`config.mk`:
```
export PLATFORM = sky130hd
export DESIGN_NAME = tri_gate_guard
export DESIGN_NICKNAME = d
export VERILOG_FILES = /design/src/rtl/gg_pkg.sv /design/src/rtl/gg_sync.sv /design/src/rtl/gg_glitch_filter.sv /design/src/rtl/gg_trip_ctrl.sv /design/src/rtl/gg_phase_leg.sv /design/src/rtl/tri_gate_guard.sv
export SDC_FILE = /design/constraint.sdc
export NUM_CORES = 1
export LEC_CHECK = 0
export ABC_AREA = 1
export ABC_CLOCK_PERIOD_IN_PS = 1900
export BUFFER_PORTS_ARGS = -buffer_cell sky130_fd_sc_hd__buf_2
export CAP_MARGIN = 20
export CORE_ASPECT_RATIO = 1.1
export CORE_MARGIN = 2
export CORE_UTILIZATION = 35
export DETAILED_ROUTE_END_ITERATION = 7
export GPL_TIMING_DRIVEN = 0
export PLACE_DENSITY_LB_ADDON = 0.25
export SKIP_LAST_GASP = 1
export SLEW_MARGIN = 20
export SYNTH_ARGS = -nofsm -noshare
export SYNTH_HDL_FRONTEND = slang
export SYNTH_HIERARCHICAL = 1
export SYNTH_SLANG_ARGS = --single-unit
```
`constraint.sdc`:
```
create_clock -name clk -period 1.9 [get_ports clk]
set_input_delay 0.095 -clock clk [delete_from_list [all_inputs] [get_ports clk]]
set_output_delay 0.095 -clock clk [all_outputs]
set_load 0.02 [all_outputs]
```
`src/rtl/gg_pkg.sv`:
```
package gg_pkg;

    typedef struct packed {
        logic hi;
        logic lo;
    } leg_t;

    typedef enum logic [1:0] {
        TS_RUN  = 2'd0,
        TS_TRIP = 2'd1,
        TS_HOLD = 2'd2
    } trip_state_t;

    // Interlocked decode of one half bridge: a request with its partner also set is dropped.
    function automatic leg_t leg_decide(input leg_t req, input logic en);
        leg_t r;
        r.hi = en & req.hi & ~req.lo;
        r.lo = en & req.lo & ~req.hi;
        return r;
    endfunction

endpackage

```
`src/rtl/gg_sync.sv`:
```
module gg_sync #(
    parameter int W = 1
) (
    input  logic         clk,
    input  logic         rst,
    input  logic [W-1:0] d,
    output logic [W-1:0] q
);
    logic [W-1:0] s1;

    always_ff @(posedge clk) begin
        if (rst) begin
            s1 <= '0;
            q  <= '0;
        end else begin
            s1 <= d;
            q  <= s1;
        end
    end
endmodule

```
`src/rtl/gg_glitch_filter.sv`:
```
module gg_glitch_filter #(
    parameter int W        = 6,
    parameter int FILT_CYC = 100
) (
    input  logic         clk,
    input  logic         rst,
    input  logic [W-1:0] d,
    output logic [W-1:0] q
);
    localparam int CW = (FILT_CYC < 2) ? 1 : $clog2(FILT_CYC);
    localparam logic [CW-1:0] LAST = CW'(FILT_CYC - 1);

    for (genvar i = 0; i < W; i++) begin : g_bit
        logic [CW-1:0] cnt;
        always_ff @(posedge clk) begin
            if (rst) begin
                cnt  <= '0;
                q[i] <= 1'b0;
            end else if (d[i] == q[i]) begin
                cnt <= '0;
            end else if (cnt == LAST) begin
                cnt  <= '0;
                q[i] <= d[i];
            end else begin
                cnt <= cnt + 1'b1;
            end
        end
    end
endmodule

```
`src/rtl/gg_trip_ctrl.sv`:
```
module gg_trip_ctrl
    import gg_pkg::*;
#(
    parameter int BLANK_CYC = 35,
    parameter int HOLD_CYC  = 165000
) (
    input  logic clk,
    input  logic rst,
    input  logic oc_s,
    input  logic uv_s,
    output logic kill,
    output logic fault
);
    localparam int BW = (BLANK_CYC < 2) ? 1 : $clog2(BLANK_CYC);
    localparam int HW = (HOLD_CYC < 2) ? 1 : $clog2(HOLD_CYC);
    localparam logic [BW-1:0] BLAST = BW'(BLANK_CYC - 1);
    localparam logic [HW-1:0] HLAST = HW'(HOLD_CYC - 1);

    trip_state_t st;
    logic [BW-1:0] bcnt;
    logic [HW-1:0] hcnt;
    logic qual;

    assign qual = oc_s && (bcnt == BLAST);

    always_ff @(posedge clk) begin
        if (rst) begin
            st   <= TS_RUN;
            bcnt <= '0;
            hcnt <= '0;
        end else begin
            if (!oc_s)     bcnt <= '0;
            else if (!qual) bcnt <= bcnt + 1'b1;

            case (st)
                TS_RUN:  if (qual) st <= TS_TRIP;
                TS_TRIP: if (!oc_s) begin
                    st   <= TS_HOLD;
                    hcnt <= '0;
                end
                TS_HOLD: begin
                    if (qual)              st <= TS_TRIP;
                    else if (hcnt == HLAST) st <= TS_RUN;
                    else                   hcnt <= hcnt + 1'b1;
                end
                default: st <= TS_RUN;
            endcase
        end
    end

    assign kill  = (st != TS_RUN) || uv_s;
    assign fault = kill;
endmodule

```
`src/rtl/gg_phase_leg.sv`:
```
module gg_phase_leg
    import gg_pkg::*;
(
    input  logic clk,
    input  logic rst,
    input  logic req_hi,
    input  logic req_lo,
    input  logic enable,
    input  logic uv_s,
    input  logic bs_s,
    output logic gate_hi,
    output logic gate_lo,
    output logic lock_q
);
    leg_t dec;

    always_comb dec = leg_decide('{hi: req_hi, lo: req_lo}, enable);

    always_ff @(posedge clk) begin
        if (rst) begin
            lock_q  <= 1'b1;
            gate_hi <= 1'b0;
            gate_lo <= 1'b0;
        end else begin
            if (uv_s)        lock_q <= 1'b1;
            else if (req_lo) lock_q <= 1'b0;
            gate_hi <= dec.hi & ~bs_s & ~lock_q;
            gate_lo <= dec.lo;
        end
    end
endmodule

```
`src/rtl/tri_gate_guard.sv`:
```
module tri_gate_guard #(
    parameter int PHASES    = 3,
    parameter int FILT_CYC  = 100,
    parameter int BLANK_CYC = 35,
    parameter int HOLD_CYC  = 165000
) (
    input  logic              clk,
    input  logic              rst,
    input  logic [PHASES-1:0] pwm_hi,
    input  logic [PHASES-1:0] pwm_lo,
    input  logic              drv_enable,
    input  logic              oc_cmp,
    input  logic              vdd_uv,
    input  logic [PHASES-1:0] boot_uv,
    output logic [PHASES-1:0] gate_hi,
    output logic [PHASES-1:0] gate_lo,
    output logic              fault
);
    localparam int SW = 3 * PHASES + 3;

    logic [SW-1:0]       sync_q;
    logic [PHASES-1:0]   hi_s, lo_s, bs_s, hi_f, lo_f, lock_q;
    logic                run_s, oc_s, uv_s, kill;

    gg_sync #(.W(SW)) u_sync (
        .clk(clk), .rst(rst),
        .d({boot_uv, pwm_lo, pwm_hi, vdd_uv, oc_cmp, drv_enable}),
        .q(sync_q)
    );

    assign {bs_s, lo_s, hi_s, uv_s, oc_s, run_s} = sync_q;

    gg_glitch_filter #(.W(2 * PHASES), .FILT_CYC(FILT_CYC)) u_filt (
        .clk(clk), .rst(rst),
        .d({lo_s, hi_s}),
        .q({lo_f, hi_f})
    );

    gg_trip_ctrl #(.BLANK_CYC(BLANK_CYC), .HOLD_CYC(HOLD_CYC)) u_trip (
        .clk(clk), .rst(rst),
        .oc_s(oc_s), .uv_s(uv_s),
        .kill(kill), .fault(fault)
    );

    for (genvar p = 0; p < PHASES; p++) begin : g_leg
        gg_phase_leg u_leg (
            .clk(clk), .rst(rst),
            .req_hi(hi_f[p]), .req_lo(lo_f[p]),
            .enable(run_s & ~kill),
            .uv_s(uv_s), .bs_s(bs_s[p]),
            .gate_hi(gate_hi[p]), .gate_lo(gate_lo[p]),
            .lock_q(lock_q[p])
        );
    end
endmodule

```
==> results of run 1 <==
-- final timing paths --
| check | start | end | slack [ns] | depth (start not counted) |
|---|---|---|---|---|
| worst min register to register | u_sync/s1[5] | u_sync/q[5] | 0.40 | 2 |
| worst min-delay path | rst | u_sync/q[11] | 0.14 | 2 |
| worst max-delay path | u_trip/hcnt[1] | u_trip/hcnt[9] | 0.21 | 10 |
| worst max register to register | u_trip/hcnt[1] | u_trip/hcnt[9] | 0.21 | 10 |
-- power groups by stage --
stage / sequential (uW) / combinational (uW) / clock (uW)
floorplan: 2330 / 89.3 / 0
global placement: 2340 / 131 / 0
detailed placement: 2340 / 130 / 0
CTS: 2280 / 150 / 2000
global route: 2290 / 167 / 2080
finish: 2280 / 146 / 1910
-- metal layers --
layer,up-vias,global-route usage (%)
met4,0,4.08
met5,-,0
met2,52,23.6
met3,11,4.17
met1,1817,16.3
li1,2288,-
-- what timing repair did --
action                                  4_1_cts  5_1_grt
resized for setup                             0        1
hold buffers                                 12        0
endpoints found under the setup margin        0        1
hold endpoints to repair                     12        0
-- layout make-up --
class / instances / share of cell area [%]
buffer: 7 / 1.19
clock buffer: 10 / 4.05
clock inverter: 6 / 1.19
inverter: 125 / 7.96
multi-input combinational: 480 / 41.5
sequential: 107 / 36.3
tap: 192 / 4.07
timing repair buffer: 32 / 3.73
-- cells by family (layout without fill, tap and decap cells) --
kind of cell,count (synthesis),count (layout)
xor gates and xnor gates,14,14
adders and majority gates,9,9
and+or+nand+nor,405,405
buffers and inverters,132,180
AOI/OAI and AO/OA,52,52
DFF,107,107
-- through the flow --
step	setup WS [ns]	hold WS [ns]	util (%)	std cells
3_3_place_gp	0.167	0.299	38.0	931
2_1_floorplan	0.424	0.166	-	719
5_1_grt	0.0181	0.146	41.0	959
4_1_cts	0.142	0.140	41.0	959
6_report	0.207	0.145	41.0	959
3_5_place_dp	0.153	0.302	38.0	931
-- cell usage after synthesis, types with 2 or more instances --
library cell	number	area [um^2]
inv_2	6	22.5
nand3_1	46	230
nand4_1	14	87.6
nand2_2	8	50.1
inv_1	118	443
nor3_1	7	35.0
xnor2_1	6	52.6
ha_1	9	113
nor2_1	130	488
a21oi_1	15	75.1
o21ai_4	2	32.5
nand2_1	156	586
nand2_4	10	113
buf_6	3	33.8
nor2_2	21	131
o21ai_0	14	70.1
dfxtp_1	107	2140
nor2_4	7	78.8
nand3b_1	3	22.5
a21oi_2	16	140
xor2_1	8	70.1
-- state kept, by name (all words and copies together), names as in the netlist --
name,flops
g_leg.u_leg/gate_hi,3
u_sync/q,12
u_trip/bcnt,6
g_leg.u_leg/gate_lo,3
g_leg.u_leg/lock_q,3
u_trip/st,2
u_filt/g_bit.cnt,42
u_sync/s1,12
u_trip/hcnt,18
u_filt/q,6
-- placed cells by master, fill, tap and decap left out, types with 2 or more instances in the layout --
| cell type | count |
|---|---|
| inv_1 | 118 |
| dfxtp_1 | 106 |
| nand4_1 | 14 |
| ha_1 | 9 |
| nor3_1 | 7 |
| nand3_1 | 46 |
| o21ai_4 | 2 |
| inv_6 | 2 |
| a21oi_2 | 16 |
| clkbuf_16 | 9 |
| xnor2_1 | 6 |
| nand2_2 | 8 |
| clkinv_4 | 2 |
| a21oi_1 | 15 |
| nand2_1 | 156 |
| nor2_4 | 7 |
| buf_2 | 21 |
| xor2_1 | 8 |
| dlygate4sd3_1 | 12 |
| nand2_4 | 10 |
| inv_2 | 6 |
| o21ai_0 | 14 |
| buf_6 | 3 |
| nor2_1 | 130 |
| nand3b_1 | 3 |
| nor2_2 | 21 |
-- worst max-delay path: stages, from the launching register on --
cell,delay (ns)
dfxtp_1,0.40
ha_1,0.23
nand2_2,0.09
inv_2,0.07
nand3_1,0.11
nor2_4,0.13
nand3_4,0.16
nand2_4,0.11
buf_6,0.15
nand2_2,0.06
a21oi_2,0.12
==> out/qor.csv, run 1 <==
metric;value;unit
share of layout cells above drive strength 1;15.1;%
mux cell area share after synthesis;0;%
largest family of logic cells by synthesized area;simple AND/OR/NAND/NOR gates;
Sw Ratio;21.6;%
syn nets;742;
required time of the critical path;2.18;ns
setup bufs post-CTS;0;
Post-DRT Antenna Nets;0;
Max rail drop VDD;413;uV
NetSw;937;uW
I/O Buffers;20;
H-tree lvl count;3;
Clock Skew;0.00907;ns
Simple-Gate Fraction of Synth Area;36.2;%
slew at the pin with the worst max-slew slack;0.500;ns
mapped cell area;5130;um^2
compound-gate portion of the synthesized area;6.91;%
Clk pwr share;44.0;%
area of the multi-input gates;2440;um^2
pin count of the biggest net entering global routing;19;
CP arrival;1.97;ns
min-delay worst type;input port to register;
PwrDens;736;nW/um^2
CTS tree;done;
Inserted Clock Buffers;9;
Max Fclk;0.591;GHz
first-pass GRT wire length;17100;um
Max Used Layer;met4;
starting density of the core;35.6;%
Root Buffer;clkbuf_16;
initial antenna violation count;0;
Initial DRC Count;160;
Cell Int Power;3400;uW
final hold viol count;0;
total grt overflow;0;
YS warnings;6;
die width;119;um
routability congestion estimate;0.841;
deepest clock path buffer count;2;
XOR/XNOR share of the synthesized area;2.39;%
placed cell areas;5470;um^2
ys flop type;dfxtp_1;
Final Power;4340;uW
Syn Inst Count;719;
drt drc;0;
post-route cell area;5900;um^2
Reg area;2140;um^2
number of synthesized register bits;107;
routed length per placed instance;10.2;um
row cnt;46;
Area growth syn-to-layout;15.0;%
Static Leak;0.00227;uW
status;complete, no violations;
max_cap viols;0;
met1 wire length;4710;um
fill count;1508;
Antenna Cells;0;
EDFF count, synth;0;
Reg power frac;52.6;%
vias in the first global route;3877;
Final HPWL DP;7060;um
mean post-synth cell area;7.13;um^2
Startpoint Class;register;
# IOs;21;
Setup-failing EPs final;0;
core footprint;14400;um^2
Async SR Flop Fraction;0;%
CP Capture Type;register;
1st-pass router iterations;4;
via count;4168;
unrepaired setup endpoints after global routing;false;
crit path kind;register to register;
die area;15600;um^2
synth unique cells;34;
min Tclk post-route;1.69;ns
Chip Height;131;um
adder-cell share of the synthesized area;2.20;%
setup tns final;0;ns
Clock Pin Slew Worst Setup and Hold Paths;0.07;ns
CTS sink count;107;
relative slew slack;66.7;%
Pins Over Slew Limit;0;
clk_lat worst skew;0.35;ns
Crit Path Max Fanout;10;
DR vias/cell;4.35;
Nets;785;
Comb power frac;3.4;%
metal3 WL;303;um
Total Routing Usage GR;13.6;%
Tcrit/Tclk final;89.1;%
final WL;9770;um
met2 wire len;4590;um
sequential area share after synthesis;41.8;%
Note: power is estimated with default switching activity, not from simulation.
==> run 2: changes to the inputs <==
--- a/config.mk
+++ b/config.mk
@@ -5,7 +5,6 @@
 export SDC_FILE = /design/constraint.sdc
 export NUM_CORES = 1
 export LEC_CHECK = 0
-export ABC_AREA = 1
 export ABC_CLOCK_PERIOD_IN_PS = 1900
 export BUFFER_PORTS_ARGS = -buffer_cell sky130_fd_sc_hd__buf_2
 export CAP_MARGIN = 20
==> out/qor.csv, run 2 <==
metric;value;unit;change
slew at the pin with the worst max-slew slack;0.619;ns;+0.119 ns
Static Leak;0.00188;uW;-17%
cell taking the most area after synthesis;dfxtp_1;;
first-pass GRT wire length;14200;um;-17%
deepest clock path buffer count;2;;unchanged
ys flop type;dfxtp_1;;
EDFF count, synth;0;;unchanged
CTS tree;done;;
Reg area;2140;um^2;about the same
mean post-synth cell area;9.75;um^2;+37%
required time of the critical path;2.17;ns;about the same
max_cap viols;0;;unchanged
Final HPWL DP;5970;um;-15%
core footprint;12600;um^2;-12%
Clk pwr share;44.7;%;+0.7 points
1st-pass router iterations;4;;unchanged
Initial DRC Count;197;;+23%
crit path kind;register to register;;
final WL;8550;um;-12%
number of synthesized register bits;107;;unchanged
Chip Height;124;um;-5.7%
H-tree lvl count;3;;unchanged
row cnt;43;;-6.5%
Area growth syn-to-layout;16.2;%;
Root Buffer;clkbuf_16;;
relative slew slack;58.8;%;-7.9 points
share of layout cells above drive strength 1;17.5;%;+2.4 points
Inserted Clock Buffers;9;;unchanged
setup tns final;0;ns;unchanged
via count;3380;;-19%
Startpoint Class;register;;
biggest regs;u_filt/g_bit.cnt x42, u_trip/hcnt x18;;
CTS sink count;107;;unchanged
Syn Inst Count;466;;-35%
Post-DRT Antenna Nets;0;;unchanged
syn nets;489;;-34%
CP arrival;2.07;ns;+0.10 ns
most common cell after layout, fill and taps aside;dfxtp_1;;
Reg power frac;52.5;%;about the same
Hold Path Stages;2;;unchanged
die width;113;um;-5.6%
Synth top area share;47.1;%;+5.3 points
Crit Path Max Fanout;6;;-4
mapped cell area;4550;um^2;-11%
max reg flops;42;;unchanged
final hold viol count;0;;unchanged
Clock Skew;0.00565;ns;-0.00342 ns
min Tclk post-route;1.80;ns;+0.106 ns
vias in the first global route;3089;;-20%
starting density of the core;36.0;%;+0.33 points
Total Routing Usage GR;12.5;%;-1.1 points
Comb power frac;2.8;%;-0.6 points
Sw Ratio;19.8;%;-1.8 points
count leader, synth;dfxtp_1;;
NetSw;860;uW;-8.2%
clk_lat worst skew;0.34;ns;about the same
YS warnings;6;;unchanged
routability congestion estimate;0.802;;-4.6%
most flop-heavy register;u_filt/g_bit.cnt;;
Max rail drop VDD;395;uV;-4.2%
Pins Over Slew Limit;0;;unchanged
commonest cells after routing, fill and taps aside;dfxtp_1, nor2_1, nand2_1;;
pin count of the biggest net entering global routing;22;;+3
total grt overflow;0;;unchanged
drt drc;0;;unchanged
Hold EP;u_sync/s1[8];;
Max Fclk;0.556;GHz;-5.9%
Hold Startpoint;pwm_lo[2];;
status;complete, no violations;;
routed length per placed instance;12.7;um;+25%
fill count;1227;;-19%
FF-to-FF End;u_trip/hcnt[14];;
min-delay worst type;input port to register;;
die area;13900;um^2;-11%
# IOs;21;;unchanged
PwrDens;824;nW/um^2;+12%
Post-synth top cells;dfxtp_1, nor2_1, nand2_1, a21oi_1, nand3_1;;
Setup-failing EPs final;0;;unchanged
sequential area share after synthesis;47.1;%;+5.3 points
r2r setup slk;0.10;ns;-0.11 ns
largest cells by area after synthesis;dfxtp_1, nor2_1, xor2_1;;
r2r worst-path depth;7;;-3
Tcrit/Tclk final;94.7;%;+5.6 points
Async SR Flop Fraction;0;%;unchanged
CP Capture Type;register;;
worst r2r src;u_trip/bcnt[0];;
unrepaired setup endpoints after global routing;false;;
Nets;533;;-32%
synth unique cells;63;;+85%
area of the multi-input gates;2270;um^2;-7.1%
I/O Buffers;20;;unchanged
Cell Int Power;3490;uW;+2.6%
DR vias/cell;5.03;;+16%
Final Power;4350;uW;+0.29%
Clock Pin Slew Worst Setup and Hold Paths;0.07;ns;about the same
initial antenna violation count;0;;unchanged
Antenna Cells;0;;unchanged
## run 2: cell count changes after synthesis, sizes merged, moves of 7 or more
cell / delta
nand3: -22
a31oi: +7
or3: +19
nor2: -112
xor2: +8
nand2: -144
nor2b: +25
inv: -106
## run 2: through the flow
stage | setup slack [ns] | hold slack [ns] | std cells | util [%] | instance area, um^2
after global routing | 0.000534 | 0.00326 | 672 | 41.8 | 5280
after global placement | 0.0813 | 0.299 | 643 | 38.3 | 4840
final | 0.101 | 0.00785 | 672 | 41.8 | 5280
after floorplan | 0.216 | 0.192 | 466 | - | 4550
after detailed placement | 0.0452 | 0.305 | 643 | 38.3 | 4840
after CTS | 0.0341 | 0.0146 | 670 | 41.6 | 5260
## run 2: logic make-up after synthesis
group	count (synthesis)	synth area share, %
flops	107	47.1
simple gates	206	27.9
xor+xnor	28	5.39
fa+ha+maj	9	2.48
buf+inv	27	2.97
compound gates	82	12.5
mux	7	1.57
## run 2: cell type report
class | instances | share of cell area [%]
Multi-Input combinational cell | 332 | 43.0
Sequential cell | 107 | 40.6
Clock buffer | 12 | 4.48
Timing Repair Buffer | 33 | 4.27
Tap cell | 157 | 3.72
Clock inverter | 4 | 1.40
Buffer | 9 | 1.28
Inverter | 18 | 1.28
## run 2: routing by layer
metal,up-vias,GRT usage [%],wire (um)
met4,0,3.96,91
met5,-,0,0
met1,1589,15.8,4130
met3,6,2.84,305
li1,1737,-,-
met2,48,21.3,4020
## run 2: power by group through the flow
stage | sequential, uW | clock [uW] | combinational, uW
final | 2280 | 1940 | 124
after global routing | 2290 | 2100 | 137
after floorplan | 2330 | 0 | 70.0
after detailed placement | 2330 | 0 | 109
after CTS | 2280 | 1990 | 127
after global placement | 2330 | 0 | 107
## run 2: worst max-delay path by stage
| stage | slack (ns) | to | cells after the start | from |
|---|---|---|---|---|
| after floorplan | 0.22 | u_trip/hcnt[14] | 7 | u_trip/bcnt[0] |
| after global placement | 0.08 | u_trip/hcnt[14] | 7 | u_trip/bcnt[0] |
| after detailed placement | 0.05 | u_trip/hcnt[14] | 7 | u_trip/bcnt[0] |
| after CTS | 0.03 | u_trip/hcnt[14] | 7 | u_trip/bcnt[0] |
| after global routing | 0.0005 | u_trip/hcnt[14] | 7 | u_trip/bcnt[0] |
| final | 0.10 | u_trip/hcnt[14] | 7 | u_trip/bcnt[0] |
## run 2: worst max-delay path, cell delays in order, from the launching register on
cell	delay [ns]
dfxtp_1	0.39
inv_1	0.06
ha_1	0.23
nand2_2	0.12
o21ai_2	0.12
a31o_2	0.28
or4_1	0.47
o21ai_1	0.08
## run 2: repair_timing
| item | in CTS | in global routing |
|---|---|---|
| hold buffers | 11 | 0 |
| setup endpoints to repair | 0 | 3 |
| buffers inserted | 0 | 2 |
| hold endpoints to repair | 11 | 0 |
| gates resized for setup | 0 | 1 |
==> run 3: changes to the inputs <==
--- a/config.mk
+++ b/config.mk
@@ -11,6 +11,7 @@
 export CORE_ASPECT_RATIO = 1.1
 export CORE_MARGIN = 2
 export CORE_UTILIZATION = 35
+export CTS_CLUSTER_SIZE = 10
 export DETAILED_ROUTE_END_ITERATION = 7
 export GPL_TIMING_DRIVEN = 0
 export PLACE_DENSITY_LB_ADDON = 0.25
@@ -18,5 +19,4 @@
 export SLEW_MARGIN = 20
 export SYNTH_ARGS = -nofsm -noshare
 export SYNTH_HDL_FRONTEND = slang
-export SYNTH_HIERARCHICAL = 1
 export SYNTH_SLANG_ARGS = --single-unit
==> out/qor.csv, run 3 <==
metric;value;unit;change
FF-to-FF End;u_trip.hcnt[14];;
vias in the first global route;2985;;-3.4%
placed cell areas;4570;um^2;-5.6%
XOR/XNOR share of the synthesized area;8.18;%;+2.8 points
Clk pwr share;44.0;%;-0.7 points
min-delay worst type;input port to register;;
max_cap viols;0;;unchanged
number of synthesized register bits;107;;unchanged
PwrDens;841;nW/um^2;+2.1%
commonest cells after routing, fill and taps aside;dfxtp_1, nor2_1, xnor2_1;;
Max stage delay on crit path;0.52;ns;+0.05 ns
most flop-heavy register;u_filt.g_bit.cnt;;
biggest regs;u_filt.g_bit.cnt x42, u_trip.hcnt x18;;
Sw Ratio;21.5;%;+1.7 points
Crit Path Max Fanout;6;;unchanged
adder-cell share of the synthesized area;2.63;%;+0.15 points
routed length per placed instance;12.5;um;-1.6%
initial antenna violation count;0;;unchanged
Static Leak;0.00197;uW;+4.7%
largest family of logic cells by synthesized area;simple AND/OR/NAND/NOR gates;;
starting density of the core;35.7;%;-0.21 points
Final HPWL DP;5480;um;-8.3%
row cnt;42;;-2.3%
Clock Pin Slew Worst Setup and Hold Paths;0.07;ns;about the same
worst setup path startpoint;u_trip.hcnt[0];;
total grt overflow;0;;unchanged
fill count;1174;;-4.3%
Hold Startpoint;boot_uv[0];;
drt drc;0;;unchanged
max reg flops;42;;unchanged
compound-gate portion of the synthesized area;7.39;%;-5.1 points
WP buf/inv;1;;unchanged
min Tclk post-route;1.93;ns;+0.129 ns
via count;3147;;-6.9%
CP arrival;2.16;ns;+0.09 ns
deepest clock path buffer count;2;;unchanged
r2r worst-path depth;7;;unchanged
Post-DRT Antenna Nets;0;;unchanged
DR vias/cell;4.78;;-4.9%
Comb power frac;2.8;%;about the same
first-pass GRT wire length;13700;um;-3.5%
ys flop type;dfxtp_1;;
die width;109;um;-2.8%
worst r2r src;u_trip.hcnt[0];;
mapped cell area;4280;um^2;-5.8%
area of the multi-input gates;2000;um^2;-12%
share of layout cells above drive strength 1;14.3;%;-3.2 points
die area;13100;um^2;-5.6%
crit path kind;register to register;;
CTS sink count;107;;unchanged
core footprint;12000;um^2;-5.2%
pre-CTS setup slack;-0.173;ns;-0.218 ns
most common cell after layout, fill and taps aside;dfxtp_1;;
CP Capture Type;register;;
H-tree lvl count;3;;unchanged
synth unique cells;52;;-17%
count leader, synth;dfxtp_1;;
Setup-failing EPs final;3;;+3
Synth top area share;50.0;%;+2.9 points
failing checks;setup timing;;
Chip Height;120;um;-2.8%
CTS tree;done;;
NetSw;921;uW;+7.1%
Startpoint Class;register;;
hold slack final;0.00158;ns;-0.00626 ns
Inserted Clock Buffers;9;;unchanged
unrepaired setup endpoints after global routing;true;;
Tcrit/Tclk final;101;%;+6.8 points
Hold Path Stages;2;;unchanged
final hold viol count;0;;unchanged
Cell Int Power;3360;uW;-3.7%
setup tns final;-0.0450;ns;-0.0450 ns
cell taking the most area after synthesis;dfxtp_1;;
# IOs;21;;unchanged
Async SR Flop Fraction;0;%;unchanged
CP max stage cell;or4_4;;
Post-synth top cells;dfxtp_1, nor2_1, xnor2_1, nand3_1, nor2b_1;;
r2r setup slk;-0.03;ns;-0.13 ns
Nets;522;;-2.1%
YS warnings;0;;-6
Reg area;2150;um^2;+0.47%
mux cell area share after synthesis;2.34;%;+0.77 points
Max Fclk;0.519;GHz;-6.7%
Clock Skew;0.00578;ns;+0.000139 ns
required time of the critical path;2.14;ns;-0.03 ns
Area growth syn-to-layout;18.9;%;
largest cells by area after synthesis;dfxtp_1, nor2_1, xnor2_1;;
Syn Inst Count;449;;-3.6%
clk_lat worst skew;0.34;ns;about the same
Max rail drop VDD;488;uV;+24%
Reg power frac;53.2;%;+0.7 points
delay-heaviest family, CP;simple AND/OR/NAND/NOR gates;;
relative slew slack;54.4;%;-4.3 points
Antenna Cells;0;;unchanged
mean post-synth cell area;9.54;um^2;-2.2%
setup ws final;-0.0277;ns;-0.129 ns
syn nets;472;;-3.5%
1st-pass router iterations;4;;unchanged
Total Routing Usage GR;13.3;%;+0.76 points
pin count of the biggest net entering global routing;19;;-14%
status;complete, but fails checks;;
post-route cell area;5090;um^2;-3.6%
EDFF count, synth;0;;unchanged
Root Buffer;clkbuf_16;;
Hold EP;u_sync.s1[9];;
sequential area share after synthesis;50.0;%;+2.9 points
slew at the pin with the worst max-slew slack;0.674;ns;+0.0553 ns
Final Power;4290;uW;-1.5%
routability congestion estimate;0.829;;+3.4%
Simple-Gate Fraction of Synth Area;25.3;%;-2.6 points
Initial DRC Count;165;;-16%
I/O Buffers;19;;-5.0%
Pins Over Slew Limit;0;;unchanged
CP cell instances;ha_4 -> nand2_4 -> or4_4 -> o21ai_4 -> buf_6 -> nand2_2 -> a32o_1;;
final WL;8230;um;-3.7%
-- run 3: changes by cell type in the layout (fill, tap and decap cells not counted), moves of 10 or more --
cell     delta
o21ai_0    -13
nor2b_1    +14
nand2_1    -14
nor2b_2    -14
xnor2_1    +14
nor2_1     +26
or3_1      -10
buf_4      +12
and3_1     +14
a21oi_1    -21
-- run 3: timing repair --
action,in CTS,in global routing
cloned,2,0
endpoints found under the setup margin,19,18
pin swaps,1,3
hold buffers,11,0
buffers inserted,3,4
endpoints found under the hold margin,11,0
resized for setup,7,9
-- run 3: metrics by stage --
step | util (%) | cells
after CTS | 42.1 | 654
final | 42.5 | 658
after global routing | 42.5 | 658
after detailed placement | 38.1 | 622
after floorplan | - | 449
after global placement | 38.1 | 622
-- run 3: final cells by class --
| cell class | count | share of cell area [%] |
|---|---|---|
| Tap cell | 154 | 3.78 |
| Clock buffer | 10 | 4.50 |
| Inverter | 15 | 1.15 |
| Multi-Input combinational cell | 307 | 39.3 |
| Buffer | 20 | 2.33 |
| Timing Repair Buffer | 39 | 5.31 |
| Sequential cell | 107 | 42.3 |
| Clock inverter | 6 | 1.35 |
-- run 3: power groups by stage --
stage	clock network, uW	registers, uW	logic, uW
finish	1890	2280	120
detailed placement	0	2330	104
global placement	0	2330	102
CTS	1940	2280	122
global route	2030	2280	136
floorplan	0	2330	68.5
-- run 3: how the worst max path moves through the flow --
stage / endpoint / slack (ns) / depth (start not counted)
after CTS: u_trip.hcnt[14] / -0.006 / 7
after global placement: u_trip.hcnt[14] / -0.15 / 7
after global routing: u_trip.hcnt[12] / -0.1 / 8
final: u_trip.hcnt[14] / -0.03 / 7
after detailed placement: u_trip.hcnt[14] / -0.17 / 7
after floorplan: u_trip.hcnt[14] / 0.08 / 7
-- run 3: worst register-to-register path, cell delays in order, from the launching register on --
cell and delay, ns:
dfxtp_4 0.38, ha_4 0.16, nand2_4 0.06, or4_4 0.52, o21ai_4 0.27, buf_6 0.16
nand2_2 0.05, a32o_1 0.23
-- run 3: logic make-up after synthesis --
logic type      after synthesis
mux                          10
fa+ha+maj                     9
simple gates                206
buf+inv                      35
flops                       107
xor+xnor                     40
compound gates               42
-- run 3: layer usage --
layer | routed length, um | GRT usage, % | share of wire [%] | vias up
met3 | 223 | 3.10 | 2.7 | 16
met4 | 223 | 6.25 | 2.7 | 0
met2 | 3800 | 20.8 | 46 | 46
li1 | - | - | - | 1617
met1 | 3990 | 17.1 | 48 | 1468
met5 | 0 | 0 | 0 | -
